==> src/rtl/rheo_pkg.sv <==
package rheo_pkg;
  parameter int CODE_W = 10;
  parameter int OP_W   = 4;
  parameter int SLOT_W = 6;
  parameter int WORD_W = 16;
  parameter int CTRL_W = 3;

  localparam int OP_LSB = CODE_W;
  localparam int OP_MSB = CODE_W + OP_W - 1;

  localparam int CB_PROG  = 0;
  localparam int CB_WRALW = 1;
  localparam int CB_OK    = 2;

  localparam logic [OP_W-1:0] OP_NOP      = 4'd0;
  localparam logic [OP_W-1:0] OP_WR_WIPER = 4'd1;
  localparam logic [OP_W-1:0] OP_RD_WIPER = 4'd2;
  localparam logic [OP_W-1:0] OP_STORE    = 4'd3;
  localparam logic [OP_W-1:0] OP_RESTORE  = 4'd4;
  localparam logic [OP_W-1:0] OP_RD_SLOT  = 4'd5;
  localparam logic [OP_W-1:0] OP_RD_LAST  = 4'd6;
  localparam logic [OP_W-1:0] OP_WR_CTRL  = 4'd7;
  localparam logic [OP_W-1:0] OP_RD_CTRL  = 4'd8;
  localparam logic [OP_W-1:0] OP_SHDN     = 4'd9;

  typedef struct packed {
    logic wrWiper;
    logic restore;
    logic store;
    logic rdWiper;
    logic rdSlot;
    logic rdLast;
    logic wrCtrl;
    logic rdCtrl;
    logic setShdn;
  } strobes_t;
endpackage

==> src/rtl/rheo_cmd_ctrl.sv <==
module rheo_cmd_ctrl
  import rheo_pkg::*;
(
  input  logic              hwResetN,
  input  logic              cmdValid,
  input  logic [WORD_W-1:0] cmdWord,
  input  logic              wrAllow,
  input  logic              progEn,
  output strobes_t          stb
);
  logic [OP_W-1:0] opField;
  logic            unusedPad;

  assign opField   = cmdWord[OP_MSB:OP_LSB];
  assign unusedPad = ^cmdWord[WORD_W-1:OP_MSB+1];

  // Hardware restore has priority; while it is low no command is decoded.
  always_comb begin
    stb = '0;
    if (!hwResetN) begin
      stb.restore = 1'b1;
    end else if (cmdValid) begin
      case (opField)
        OP_WR_WIPER: stb.wrWiper = wrAllow;
        OP_RD_WIPER: stb.rdWiper = 1'b1;
        OP_STORE:    stb.store   = progEn;
        OP_RESTORE:  stb.restore = 1'b1;
        OP_RD_SLOT:  stb.rdSlot  = 1'b1;
        OP_RD_LAST:  stb.rdLast  = 1'b1;
        OP_WR_CTRL:  stb.wrCtrl  = 1'b1;
        OP_RD_CTRL:  stb.rdCtrl  = 1'b1;
        OP_SHDN:     stb.setShdn = 1'b1;
        default:     stb = '0;
      endcase
    end
  end
endmodule

==> src/rtl/rheo_datapath.sv <==
module rheo_datapath
  import rheo_pkg::*;
#(
  parameter int RESET_CODE = 1 << (CODE_W - 1)
) (
  input  logic              clk,
  input  logic              rstN,
  input  strobes_t          stb,
  input  logic [CODE_W-1:0] cmdData,
  input  logic [CODE_W-1:0] restoreValue,
  input  logic [SLOT_W-1:0] lastAddr,
  input  logic              memRdValid,
  input  logic [CODE_W-1:0] memRdData,
  input  logic              storeDone,
  output logic [CODE_W-1:0] wiperCode,
  output logic              shutdown,
  output logic              storeReq,
  output logic [CODE_W-1:0] storeData,
  output logic              restoreReq,
  output logic              memRdReq,
  output logic [SLOT_W-1:0] memRdAddr,
  output logic [WORD_W-1:0] respWord,
  output logic [CTRL_W-1:0] ctrlReg
);
  localparam logic [CODE_W-1:0] WIPER_INIT = CODE_W'(RESET_CODE);

  // Wiper and shutdown state
  always_ff @(posedge clk or negedge rstN) begin
    if (!rstN) begin
      wiperCode <= WIPER_INIT;
      shutdown  <= 1'b0;
    end else begin
      if (stb.restore)      wiperCode <= restoreValue;
      else if (stb.wrWiper) wiperCode <= cmdData;
      if (stb.restore)      shutdown  <= 1'b0;
      else if (stb.setShdn) shutdown  <= cmdData[0];
    end
  end

  // Control register: two writable bits plus a status bit
  always_ff @(posedge clk or negedge rstN) begin
    if (!rstN) begin
      ctrlReg <= '0;
    end else begin
      if (stb.wrCtrl) begin
        ctrlReg[CB_PROG]  <= cmdData[CB_PROG];
        ctrlReg[CB_WRALW] <= cmdData[CB_WRALW];
      end
      if (storeDone)      ctrlReg[CB_OK] <= 1'b1;
      else if (stb.store) ctrlReg[CB_OK] <= 1'b0;
    end
  end

  // Requests to the storage sequencer
  always_ff @(posedge clk or negedge rstN) begin
    if (!rstN) begin
      storeReq   <= 1'b0;
      storeData  <= '0;
      restoreReq <= 1'b0;
      memRdReq   <= 1'b0;
      memRdAddr  <= '0;
    end else begin
      storeReq   <= stb.store;
      restoreReq <= stb.restore;
      memRdReq   <= stb.rdSlot;
      if (stb.store)  storeData <= wiperCode;
      if (stb.rdSlot) memRdAddr <= cmdData[SLOT_W-1:0];
    end
  end

  // Staged response, zero-extended into the word
  always_ff @(posedge clk or negedge rstN) begin
    if (!rstN) begin
      respWord <= '0;
    end else begin
      if (stb.rdWiper)     respWord <= WORD_W'(wiperCode);
      else if (stb.rdCtrl) respWord <= WORD_W'(ctrlReg);
      else if (stb.rdLast) respWord <= WORD_W'(lastAddr);
      else if (memRdValid) respWord <= WORD_W'(memRdData);
    end
  end
endmodule

==> src/rtl/rheo_cmd_decoder.sv <==
module rheo_cmd_decoder
  import rheo_pkg::*;
#(
  parameter int RESET_CODE = 1 << (CODE_W - 1)
) (
  input  logic              clk,
  input  logic              rstN,
  input  logic              hwResetN,
  input  logic              cmdValid,
  input  logic [WORD_W-1:0] cmdWord,
  input  logic [CODE_W-1:0] restoreValue,
  input  logic [SLOT_W-1:0] lastAddr,
  input  logic              memRdValid,
  input  logic [CODE_W-1:0] memRdData,
  input  logic              storeDone,
  output logic [CODE_W-1:0] wiperCode,
  output logic              shutdown,
  output logic              storeReq,
  output logic [CODE_W-1:0] storeData,
  output logic              restoreReq,
  output logic              memRdReq,
  output logic [SLOT_W-1:0] memRdAddr,
  output logic [WORD_W-1:0] respWord
);
  strobes_t          stb;
  logic [CTRL_W-1:0] ctrlReg;

  rheo_cmd_ctrl ctrl_i (
    .hwResetN (hwResetN),
    .cmdValid (cmdValid),
    .cmdWord  (cmdWord),
    .wrAllow  (ctrlReg[CB_WRALW]),
    .progEn   (ctrlReg[CB_PROG]),
    .stb      (stb)
  );

  rheo_datapath #(.RESET_CODE(RESET_CODE)) dp_i (
    .clk          (clk),
    .rstN         (rstN),
    .stb          (stb),
    .cmdData      (cmdWord[CODE_W-1:0]),
    .restoreValue (restoreValue),
    .lastAddr     (lastAddr),
    .memRdValid   (memRdValid),
    .memRdData    (memRdData),
    .storeDone    (storeDone),
    .wiperCode    (wiperCode),
    .shutdown     (shutdown),
    .storeReq     (storeReq),
    .storeData    (storeData),
    .restoreReq   (restoreReq),
    .memRdReq     (memRdReq),
    .memRdAddr    (memRdAddr),
    .respWord     (respWord),
    .ctrlReg      (ctrlReg)
  );
endmodule

==> config.mk <==
export PLATFORM = sky130hd
export DESIGN_NAME = rheo_cmd_decoder
export DESIGN_NICKNAME = d
export VERILOG_FILES = /design/src/rtl/rheo_pkg.sv /design/src/rtl/rheo_cmd_ctrl.sv /design/src/rtl/rheo_datapath.sv /design/src/rtl/rheo_cmd_decoder.sv
export SDC_FILE = /design/constraint.sdc
export NUM_CORES = 1
export LEC_CHECK = 0
export BUFFER_PORTS_ARGS = -buffer_cell sky130_fd_sc_hd__buf_2
export CAP_MARGIN = 5
export CORE_MARGIN = 3
export CORE_UTILIZATION = 41
export CTS_CLUSTER_SIZE = 14
export DETAILED_ROUTE_END_ITERATION = 10
export GPL_TIMING_DRIVEN = 0
export MAX_ROUTING_LAYER = met4
export PLACE_DENSITY = 0.75
export SETUP_SLACK_MARGIN = 0.02
export SLEW_MARGIN = 20
export SYNTH_ARGS = -nofsm -noshare
export SYNTH_HDL_FRONTEND = slang
export SYNTH_HIERARCHICAL = 1
export SYNTH_SLANG_ARGS = --single-unit
==> constraint.sdc <==
create_clock -name clk -period 1.3 [get_ports clk]
set_input_delay 0.13 -clock clk [delete_from_list [all_inputs] [get_ports clk]]
set_output_delay 0.13 -clock clk [all_outputs]
set_load 0.02 [all_outputs]
==> summary.md, run 1 <==
| Metric | Value |
|---|---|
| Maximum VDD drop | 0.000696 V |
| Commonest non-fill, non-tap cells in the layout | buf_2 (84), dfrtp_1 (42), mux2_2 (19) |
| Arr. time, crit path | 1.58 ns |
| Via density | 5.09 |
| Top-Level Pins | 94 |
| Cell Rows | 24 |
| I/O Buffers | 85 |
| Post-synth design cell area | 1980 sq um |
| Setup ws final | -0.0619 ns |
| Final clock skew | 0.00590 ns |
| DRC violations left | 0 |
| Die Y-Extent | 75.4 um |
| Placeable Area | 4500 sq um |
| Pleak | 1.40 nW |
| First-pass GRT wire length | 7.96 mm |
| Routability congestion estimate | 0.765 |
| Met1 Resource Use GR | 0.270 |
| Layout cell share with drive strength beyond 1 | 0.542 |
| Worst Hold Slack | -0.00882 ns |
| Hold Path Class | input pin to async pin |
| Fin crit share | 1.05 |
| Status | complete, but fails checks |
| Fin. Hold Viols | 21 |
| Syn avg cell area | 11.6 sq um |
| Clock-pin slew on the worst setup and hold paths | 0.07 ns |
| Layout area overhead | 40.9% |
| FILL cells | 413 |
| GRT Total Usage | 0.195 |
| Clock buffer depth | 2 |
| Setup TNS Final | -0.153 ns |
| Diodes inserted | 0 |
| Clk_lat worst skew | 0.29 ns |
| Num CTS Buffers | 5 |
| Seq cells post-synth | 43 |
| Largest net degree at the start of global routing | 44 |
| Min Tclk post-route | 1.36 ns |
| Drt initial violations | 60 |
| RSZ-0062 raised after global routing | true |
| TritonCTS clock tree | yes |
| Nets | 323 |
| Worst-margin pin slew | 0.956 ns |
| # setup viols final | 4 |
| Critical path endpoint category | flop |
| DR vias | 1665 |
| Die X | 75.4 um |
| Max Transition Viols Final | 0 |
| Max Fanout on Critical Path | 10 |
| Gr ovfl total | 0 |
| Synth cell types | 28 |
| Post-synthesis sequential area ratio | 0.545 |
| Yosys warnings | 6 |
| Rel. slew slack | 0.362 |
| CTS Sinks | 43 |
| WL final | 5.19 mm |
| Post-DP HPWL | 3.63 mm |
| Met2 usage | 0.297 |
| Most common cell after layout, fill and taps aside | buf_2 |
| Power Density | 1170 nW/um^2 |
| Htree depth | 2 |
| Most Used Layer, Global Route | met2 |
| Max-cap violations | 0 |
| GR Util met3 | 0.0396 |
| Antenna violations before repair | 0 |
| Post-route antenna net violation count | 0 |
| Hold_buf cts | 0 |
| Violated checks | hold timing, setup timing |
| Storage element area | 1080 sq um |
| Initial Utilization | 0.439 |
| Max Clk Rate | 0.734 GHz |
| CP Launch Type | input pin |
| Post-synthesis cell count | 171 |
| 1st-pass router iterations | 4 |
| DR WL/cell | 15.9 um |
| Place WS | -0.445 ns |
| CP required | 1.52 ns |
| Critical path class | input pin to flop |
| FF-to-FF path depth | 3 |
| Area of the multi-input gates | 870 sq um |
| Number of global-route vias before repair | 1601 |
| Die area | 5690 sq um |
| Clock root cell | clkbuf_8 |
## sequential cells by signal (all words and copies together), names as in the netlist
name,flops
dp_i/respWord,10
dp_i/storeData,10
dp_i/wiperCode,10
dp_i/memRdAddr,6
dp_i/ctrlReg,3
dp_i/memRdReq,1
dp_i/restoreReq,1
dp_i/shutdown,1
dp_i/storeReq,1
## cells by family (layout without fill, tap and decap cells)
kind of cell,count (synthesis),after routing,synth area share
buffers and inverters,17,116,0.0557
multiplexers,35,35,0.192
flip-flops,43,43,0.545
AO/OA/AOI/OAI,32,32,0.0956
other,1,6,0.00190
AND/OR/NAND/NOR,43,43,0.109
## through the flow
stage	total power, mW	hold slack, ns	std cells	util	instance area, sq um
floorplan	1.95	-0.166	176	-	2020
global placement	2.23	0.307	313	0.556	2510
detailed placement	2.25	0.322	313	0.556	2510
CTS	3.27	0.0182	326	0.608	2740
global route	3.44	0.0242	327	0.618	2790
finish	3.26	-0.00882	327	0.618	2790
## where the power goes
part	leakage, nW	switching [mW]	internal (mW)
clock	0.0513	0.429	0.563
combinational	0.812	0.395	0.308
sequential	0.535	0.0897	1.48
total	1.40	0.914	2.35
## cell type report
class,instances,share of cell area
Buffer,14,0.0440
Clock buffer,6,0.0261
Clock inverter,1,0.0108
Inverter,2,0.00270
Multi-Input combinational cell,116,0.312
Sequential cell,43,0.387
Tap cell,52,0.0234
Timing Repair Buffer,93,0.194
## critical path, stage by stage
cell and delay, ns:
buf_2 0.11, and4bb_1 0.26, and3b_2 0.22, clkbuf_1 0.47, a222oi_1 0.21, a21oi_1 0.17
## metal layers
layer	wire, um	share of wire
met1	2430	0.47
met2	2420	0.47
met3	294	0.057
met4	44	0.0085
met5	0	0
## synth_stat cells (all sizes together)
cell type  instances  area share
nand4b             2      0.0089
and4bb             1      0.0063
mux2i             11       0.056
and4               1      0.0044
nand2b             1      0.0032
nor3b              1      0.0038
nor2b              1      0.0032
dfrtp             42        0.53
buf               10       0.042
clkbuf             5      0.0095
and4b              1      0.0051
dfstp              1       0.013
nor3               2      0.0051
o41ai              1      0.0044
a21oi             10       0.025
and3b              1      0.0051
a21o               1      0.0038
a222oi             3       0.015
or4                1      0.0057
o21ai             14       0.035
conb               1      0.0019
inv                2      0.0038
nand2             16       0.030
nor2              15       0.028
mux2              24        0.14
a22oi              3       0.011
## final timing paths
check                                      from                 to  slack (ns)
worst max-delay path                cmdWord[12]   dp_i/respWord[2]       -0.06
worst min-delay path                       rstN    dp_i/restoreReq      -0.009
worst max register to register  dp_i/ctrlReg[0]  dp_i/storeData[3]        0.06
worst min register to register  dp_i/ctrlReg[2]    dp_i/ctrlReg[2]        0.49
max in group asynchronous                  rstN  dp_i/storeData[2]        0.72
min in group clk                      storeDone    dp_i/ctrlReg[2]        0.02
## repair_timing
item                       in CTS  in global routing
cloned                          1                  0
gates resized for setup        12                 11
setup buffers                   6                  1
pin swaps                       8                  8
setup endpoints to repair      29                 36
(Power assumes the default switching activity.)
==> run 2: changes to the inputs <==
--- a/config.mk
+++ b/config.mk
@@ -6,14 +6,13 @@
 export NUM_CORES = 1
 export LEC_CHECK = 0
 export BUFFER_PORTS_ARGS = -buffer_cell sky130_fd_sc_hd__buf_2
-export CAP_MARGIN = 5
 export CORE_MARGIN = 3
 export CORE_UTILIZATION = 41
 export CTS_CLUSTER_SIZE = 14
 export DETAILED_ROUTE_END_ITERATION = 10
-export GPL_TIMING_DRIVEN = 0
 export MAX_ROUTING_LAYER = met4
 export PLACE_DENSITY = 0.75
+export REMOVE_ABC_BUFFERS = 1
 export SETUP_SLACK_MARGIN = 0.02
 export SLEW_MARGIN = 20
 export SYNTH_ARGS = -nofsm -noshare
==> summary.md, run 2 (synthesized netlist as in run 1, its figures left out) <==
| Metric | Value |
|---|---|
| Routability congestion estimate | 0.812 (was 0.765) |
| Critical path endpoint category | flop (unchanged) |
| Initial Utilization | 0.439 (unchanged) |
| WL final | 4.93 mm (was 5.19 mm) |
| Most common cell on crit path | buf_4 |
| 1st-pass router iterations | 4 (unchanged) |
| Maximum VDD drop | 0.000691 V (was 0.000696 V) |
| Htree depth | 2 (unchanged) |
| Status | complete, but fails checks (unchanged) |
| Die X | 75.4 um (unchanged) |
| CTS Sinks | 43 (unchanged) |
| Most common cell after layout, fill and taps aside | buf_2 (unchanged) |
| Largest regs | dp_i/respWord (10), dp_i/storeData (10), dp_i/wiperCode (10) (unchanged) |
| Largest net degree at the start of global routing | 31 (was 44) |
| FF-to-FF path depth | 3 (unchanged) |
| Final clock skew | 0.00380 ns (was 0.00590 ns) |
| Via density | 5.00 (was 5.09) |
| Clock-pin slew on the worst setup and hold paths | 0.08 ns (was 0.07 ns) |
| Post-route non-filler standard cell count | 337 (was 327) |
| Post-route antenna net violation count | 0 (unchanged) |
| First-pass GRT wire length | 7.51 mm (was 7.96 mm) |
| Max Transition Viols Final | 0 (unchanged) |
| Worst Hold Slack | 0.0360 ns (was -0.00882 ns) |
| Slowest stage cell on the critical path | mux2_2 (was clkbuf_1) |
| Min Tclk post-route | 1.37 ns (was 1.36 ns) |
| Gr ovfl total | 0 (unchanged) |
| Setup TNS Final | -0.258 ns (was -0.153 ns) |
| Total design power | 3.14 mW (was 3.26 mW) |
| Violated checks | setup timing (was hold timing, setup timing) |
| Worst path top cell family by delay | simple AND/OR/NAND/NOR gates (was buffers and inverters) |
| Antenna violations before repair | 0 (unchanged) |
| Fin. Hold Viols | 0 (was 21) |
| Clock buffer depth | 2 (unchanged) |
| CP max stage delay | 0.32 ns (was 0.47 ns) |
| Critical Path Stages | 8 (was 6) |
| Diodes inserted | 0 (unchanged) |
| Arr. time, crit path | 1.54 ns (was 1.58 ns) |
| Die area | 5690 sq um (unchanged) |
| Hold depth | 3 |
| # setup viols final | 6 (was 4) |
| DRC violations left | 0 (unchanged) |
| Nets | 332 (was 323) |
| Place WS | -0.423 ns (was -0.445 ns) |
| Number of global-route vias before repair | 1559 (was 1601) |
| TritonCTS clock tree | yes (unchanged) |
| CP required | 1.48 ns (was 1.52 ns) |
| Pleak | 1.42 nW (was 1.40 nW) |
| Setup ws final | -0.0671 ns (was -0.0619 ns) |
| Fin crit share | 1.05 (about the same) |
| Post-DP HPWL | 3.68 mm (was 3.63 mm) |
| Layout area overhead | 42.0% (was 40.9%) |
| Placeable Area | 4500 sq um (unchanged) |
| I/O Buffers | 85 (unchanged) |
| Hold Path Class | input pin to flop (was input pin to async pin) |
| CP Launch Type | input pin (unchanged) |
| Max-cap violations | 0 (unchanged) |
| RSZ-0062 raised after global routing | true (unchanged) |
| GRT Total Usage | 0.184 (was 0.195) |
| CP Cell Sequence | buf_6, nand4b_1, nor3b_2, buf_4, buf_4, mux2_2, a22oi_1, a21oi_1 (was buf_2, and4bb_1, and3b_2, clkbuf_1, a222oi_1, a21oi_1) |
| Max Clk Rate | 0.731 GHz (was 0.734 GHz) |
| Max Fanout on Critical Path | 5 (was 10) |
| Placed cell count | 323 (was 313) |
| Cell Rows | 24 (unchanged) |
| Commonest non-fill, non-tap cells in the layout | buf_2 (83), dfrtp_1 (42), buf_4 (26) (was buf_2 (84), dfrtp_1 (42), mux2_2 (19)) |
| Die Y-Extent | 75.4 um (unchanged) |
| Layout cell share with drive strength beyond 1 | 0.551 (was 0.542) |
| Critical path class | input pin to flop (unchanged) |
| Worst Path Buf+Inv | 3 (was 2) |
| DR vias | 1686 (was 1665) |
| Top-Level Pins | 94 (unchanged) |
| DR WL/cell | 14.6 um (was 15.9 um) |
| Drt initial violations | 100 (was 60) |
| Clock root cell | clkbuf_8 (unchanged) |
| Power Density | 1120 nW/um^2 (was 1170 nW/um^2) |
| Num CTS Buffers | 5 (unchanged) |
| Clk_lat worst skew | 0.29 ns (about the same) |
-- run 2: metal layers --
metal / vias up / wire [um] / GRT usage / part of all wire
met1: 801 / 2350 / 0.251 / 0.48
met4: 0 / 24 / 0.0524 / 0.0049
met2: 61 / 2250 / 0.271 / 0.46
met5: - / 0 / - / 0
met3: 2 / 303 / 0.0462 / 0.061
li1: 822 / - / - / -
-- run 2: what timing repair did --
item                                   4_1_cts  5_1_grt
resized for setup                            7        8
endpoints found under the hold margin       12        1
cloned                                       0        1
hold buffers                                 1        1
pin swaps                                    8        2
setup endpoints to repair                   10       22
buffers inserted                             0        3
-- run 2: path summary, 6_finish.rpt --
path / from / endpoint / slack [ns]
worst min register to register: dp_i/ctrlReg[2] / dp_i/ctrlReg[2] / 0.50
worst min-delay path: restoreValue[8] / dp_i/wiperCode[8] / 0.04
worst max register to register: dp_i/ctrlReg[0] / dp_i/storeData[7] / 0.09
worst max-delay path: cmdWord[13] / dp_i/respWord[4] / -0.07
max in group asynchronous: rstN / dp_i/respWord[0] / 0.55
min in group asynchronous: rstN / dp_i/wiperCode[8] / 0.28
-- run 2: cell type report --
| type | count | area, sq um |
|---|---|---|
| clock buffer | 7 | 86.3 |
| clock inverter | 1 | 5.00 |
| fill | 390 | 1700 |
| inverter | 2 | 7.51 |
| multi-input combinational | 117 | 873 |
| sequential | 43 | 1080 |
| tap | 52 | 65.1 |
| timing repair buffer | 115 | 693 |
-- run 2: metrics by stage --
stage | area (sq um) | util
floorplan | 1890 | -
global placement | 2600 | 0.578
detailed placement | 2600 | 0.578
CTS | 2740 | 0.607
global route | 2810 | 0.623
finish | 2810 | 0.623
-- run 2: report_power, final --
group | total (mW) | internal [mW] | switching, mW
Sequential | 1.57 | 1.48 | 0.0891
Clock | 0.865 | 0.429 | 0.436
Combinational | 0.706 | 0.316 | 0.390
Total | 3.14 | 2.22 | 0.915
-- run 2: tightest hold or removal path: cells and delay by family --
family,cells,cell delay [ns]
compound gates,1,0.05
buf+inv,1,0.08
simple gates,1,0.03
==> run 3: changes to the inputs <==
--- a/config.mk
+++ b/config.mk
@@ -11,7 +11,7 @@
 export CTS_CLUSTER_SIZE = 14
 export DETAILED_ROUTE_END_ITERATION = 10
 export MAX_ROUTING_LAYER = met4
-export PLACE_DENSITY = 0.75
+export PLACE_DENSITY = 0.78
 export REMOVE_ABC_BUFFERS = 1
 export SETUP_SLACK_MARGIN = 0.02
 export SLEW_MARGIN = 20
==> summary.md, run 3 (synthesized netlist as in run 1, its figures left out) <==
| Metric | Value |
|---|---|
| Status | complete, but fails checks (unchanged) |
| Violated checks | setup timing (unchanged) |
| Setup ws final | -0.0582 ns (was -0.0671 ns) |
| CTS Sinks | 43 (unchanged) |
| DR WL/cell | 15.7 um (was 14.6 um) |
| Power Density | 1200 nW/um^2 (was 1120 nW/um^2) |
| Num CTS Buffers | 5 (unchanged) |
| DR vias | 1744 (was 1686) |
| FF-to-FF path depth | 3 (unchanged) |
| Top-Level Pins | 94 (unchanged) |
| Finished Cell Area | 2890 sq um (was 2810 sq um) |
| RSZ-0062 raised after global routing | true (unchanged) |
| Fin. Hold Viols | 0 (unchanged) |
| Clk_lat worst skew | 0.29 ns (about the same) |
| Worst Hold Path EP | dp_i/ctrlReg[2] (was dp_i/wiperCode[8]) |
| Die X | 75.4 um (unchanged) |
| Routability congestion estimate | 0.875 (was 0.812) |
| R2r startpoint | dp_i/ctrlReg[0] (unchanged) |
| Layout cell share with drive strength beyond 1 | 0.565 (was 0.551) |
| Nets | 332 (unchanged) |
| Maximum VDD drop | 0.000651 V (was 0.000691 V) |
| Layout area overhead | 46.1% (was 42.0%) |
| Post-DP HPWL | 3.77 mm (was 3.68 mm) |
| Max Transition Viols Final | 0 (unchanged) |
| Pleak | 1.46 nW (was 1.42 nW) |
| Arr. time, crit path | 1.54 ns (about the same) |
| Drt initial violations | 73 (was 100) |
| Final clock skew | 0.00685 ns (was 0.00380 ns) |
| Placeable Area | 4500 sq um (unchanged) |
| Critical path endpoint category | flop (unchanged) |
| Initial Utilization | 0.439 (unchanged) |
| Setup TNS Final | -0.277 ns (was -0.258 ns) |
| Critical path class | input pin to flop (unchanged) |
| Commonest non-fill, non-tap cells in the layout | buf_2 (81), dfrtp_1 (42), buf_4 (25) (was buf_2 (83), dfrtp_1 (42), buf_4 (26)) |
| # setup viols final | 7 (was 6) |
| Max-cap violations | 0 (unchanged) |
| FILL cells | 370 (was 390) |
| Placed instance area | 2610 sq um (was 2600 sq um) |
| CP required | 1.48 ns (about the same) |
| Max Clk Rate | 0.736 GHz (was 0.731 GHz) |
| DRC violations left | 0 (unchanged) |
| Diodes inserted | 0 (unchanged) |
| Finished Core Util | 0.641 (was 0.623) |
| I/O Buffers | 85 (unchanged) |
| Htree depth | 2 (unchanged) |
| Clock-pin slew on the worst setup and hold paths | 0.08 ns (about the same) |
| Die area | 5690 sq um (unchanged) |
| Fin crit share | 1.04 (was 1.05) |
| Clock root cell | clkbuf_8 (unchanged) |
| Via density | 5.18 (was 5.00) |
| Clock buffer depth | 2 (unchanged) |
| Hold depth | 2 (was 3) |
| Largest regs | dp_i/respWord (10), dp_i/storeData (10), dp_i/wiperCode (10) (unchanged) |
| First-pass GRT wire length | 7.98 mm (was 7.51 mm) |
| Hold Path Class | input pin to flop (unchanged) |
| Most common cell after layout, fill and taps aside | buf_2 (unchanged) |
| Number of global-route vias before repair | 1695 (was 1559) |
| Worst R2R Setup Slack | 0.07 ns (was 0.09 ns) |
| GRT Total Usage | 0.196 (was 0.184) |
| Post-route antenna net violation count | 0 (unchanged) |
| Min Tclk post-route | 1.36 ns (was 1.37 ns) |
| CP Launch Type | input pin (unchanged) |
| R2r endpoint | dp_i/storeData[3] (was dp_i/storeData[7]) |
| Gr ovfl total | 0 (unchanged) |
| Hold_sp | storeDone (was restoreValue[8]) |
| WL final | 5.30 mm (was 4.93 mm) |
| Die Y-Extent | 75.4 um (unchanged) |
| 1st-pass router iterations | 4 (unchanged) |
| Antenna violations before repair | 0 (unchanged) |
| Largest net degree at the start of global routing | 31 (unchanged) |
| Cell Rows | 24 (unchanged) |
| Max Fanout on Critical Path | 5 (unchanged) |
| TritonCTS clock tree | yes (unchanged) |
==> run 3: layout make-up <==
cell class                 count  area [sq um]  area share
sequential                    43          1080       0.373
clock buffer                   6          72.6      0.0251
clock inverter                 2          60.1      0.0208
timing repair buffer         115           711       0.246
multi-input combinational    117           896       0.310
inverter                       2          7.51     0.00260
tap                           52          65.1      0.0225
==> run 3: routing by layer <==
metal  up-vias  part of all wire  track usage
li1        822                 -            -
met1       857              0.44        0.241
met2        61              0.51        0.322
met3         4             0.051       0.0515
met4         0            0.0036       0.0466
met5         -                 0            -
==> run 3: what timing repair did <==
item	CTS	global route
resized for setup	12	14
pin swaps	14	10
buffers inserted	0	4
cloned	1	0
setup endpoints to repair	10	13
hold buffers	1	0
hold endpoints to repair	12	0
==> run 3: report_power, final <==
group	leakage, nW	internal, mW	switching (mW)
sequential	0.535	1.48	0.0934
combinational	0.856	0.308	0.393
clock	0.0654	0.768	0.441
total	1.46	2.55	0.928
==> run 3: critical path: stages <==
cell,delay [ns]
buf_6,0.09
nand4b_1,0.20
nor3b_2,0.20
buf_4,0.19
buf_4,0.12
buf_6,0.10
mux2_4,0.30
a22oi_2,0.11
a21oi_1,0.08
==> run 3: worst max path at each step <==
stage | startpoint | end | slack [ns] | cells after the start
after floorplan | cmdWord[13] | dp_i/wiperCode[0] | -0.87 | 2
after global placement | cmdWord[13] | dp_i/respWord[0] | -0.38 | 7
after detailed placement | cmdWord[13] | dp_i/respWord[0] | -0.45 | 7
after CTS | cmdWord[13] | dp_i/respWord[2] | -0.03 | 7
after global routing | cmdWord[13] | dp_i/respWord[1] | -0.14 | 7
final | cmdWord[13] | dp_i/respWord[4] | -0.06 | 9
==> run 3: through the flow <==
| stage | std cells | hold WS [ns] | setup WS, ns | power (mW) |
|---|---|---|---|---|
| final | 337 | 0.0364 | -0.0582 | 3.48 |
| after detailed placement | 324 | 0.0528 | -0.449 | 2.25 |
| after global placement | 324 | 0.0446 | -0.378 | 2.24 |
| after CTS | 334 | 0.0258 | -0.0343 | 3.50 |
| after floorplan | 161 | -0.166 | -0.866 | 1.93 |
| after global routing | 337 | 0.0135 | -0.144 | 3.66 |
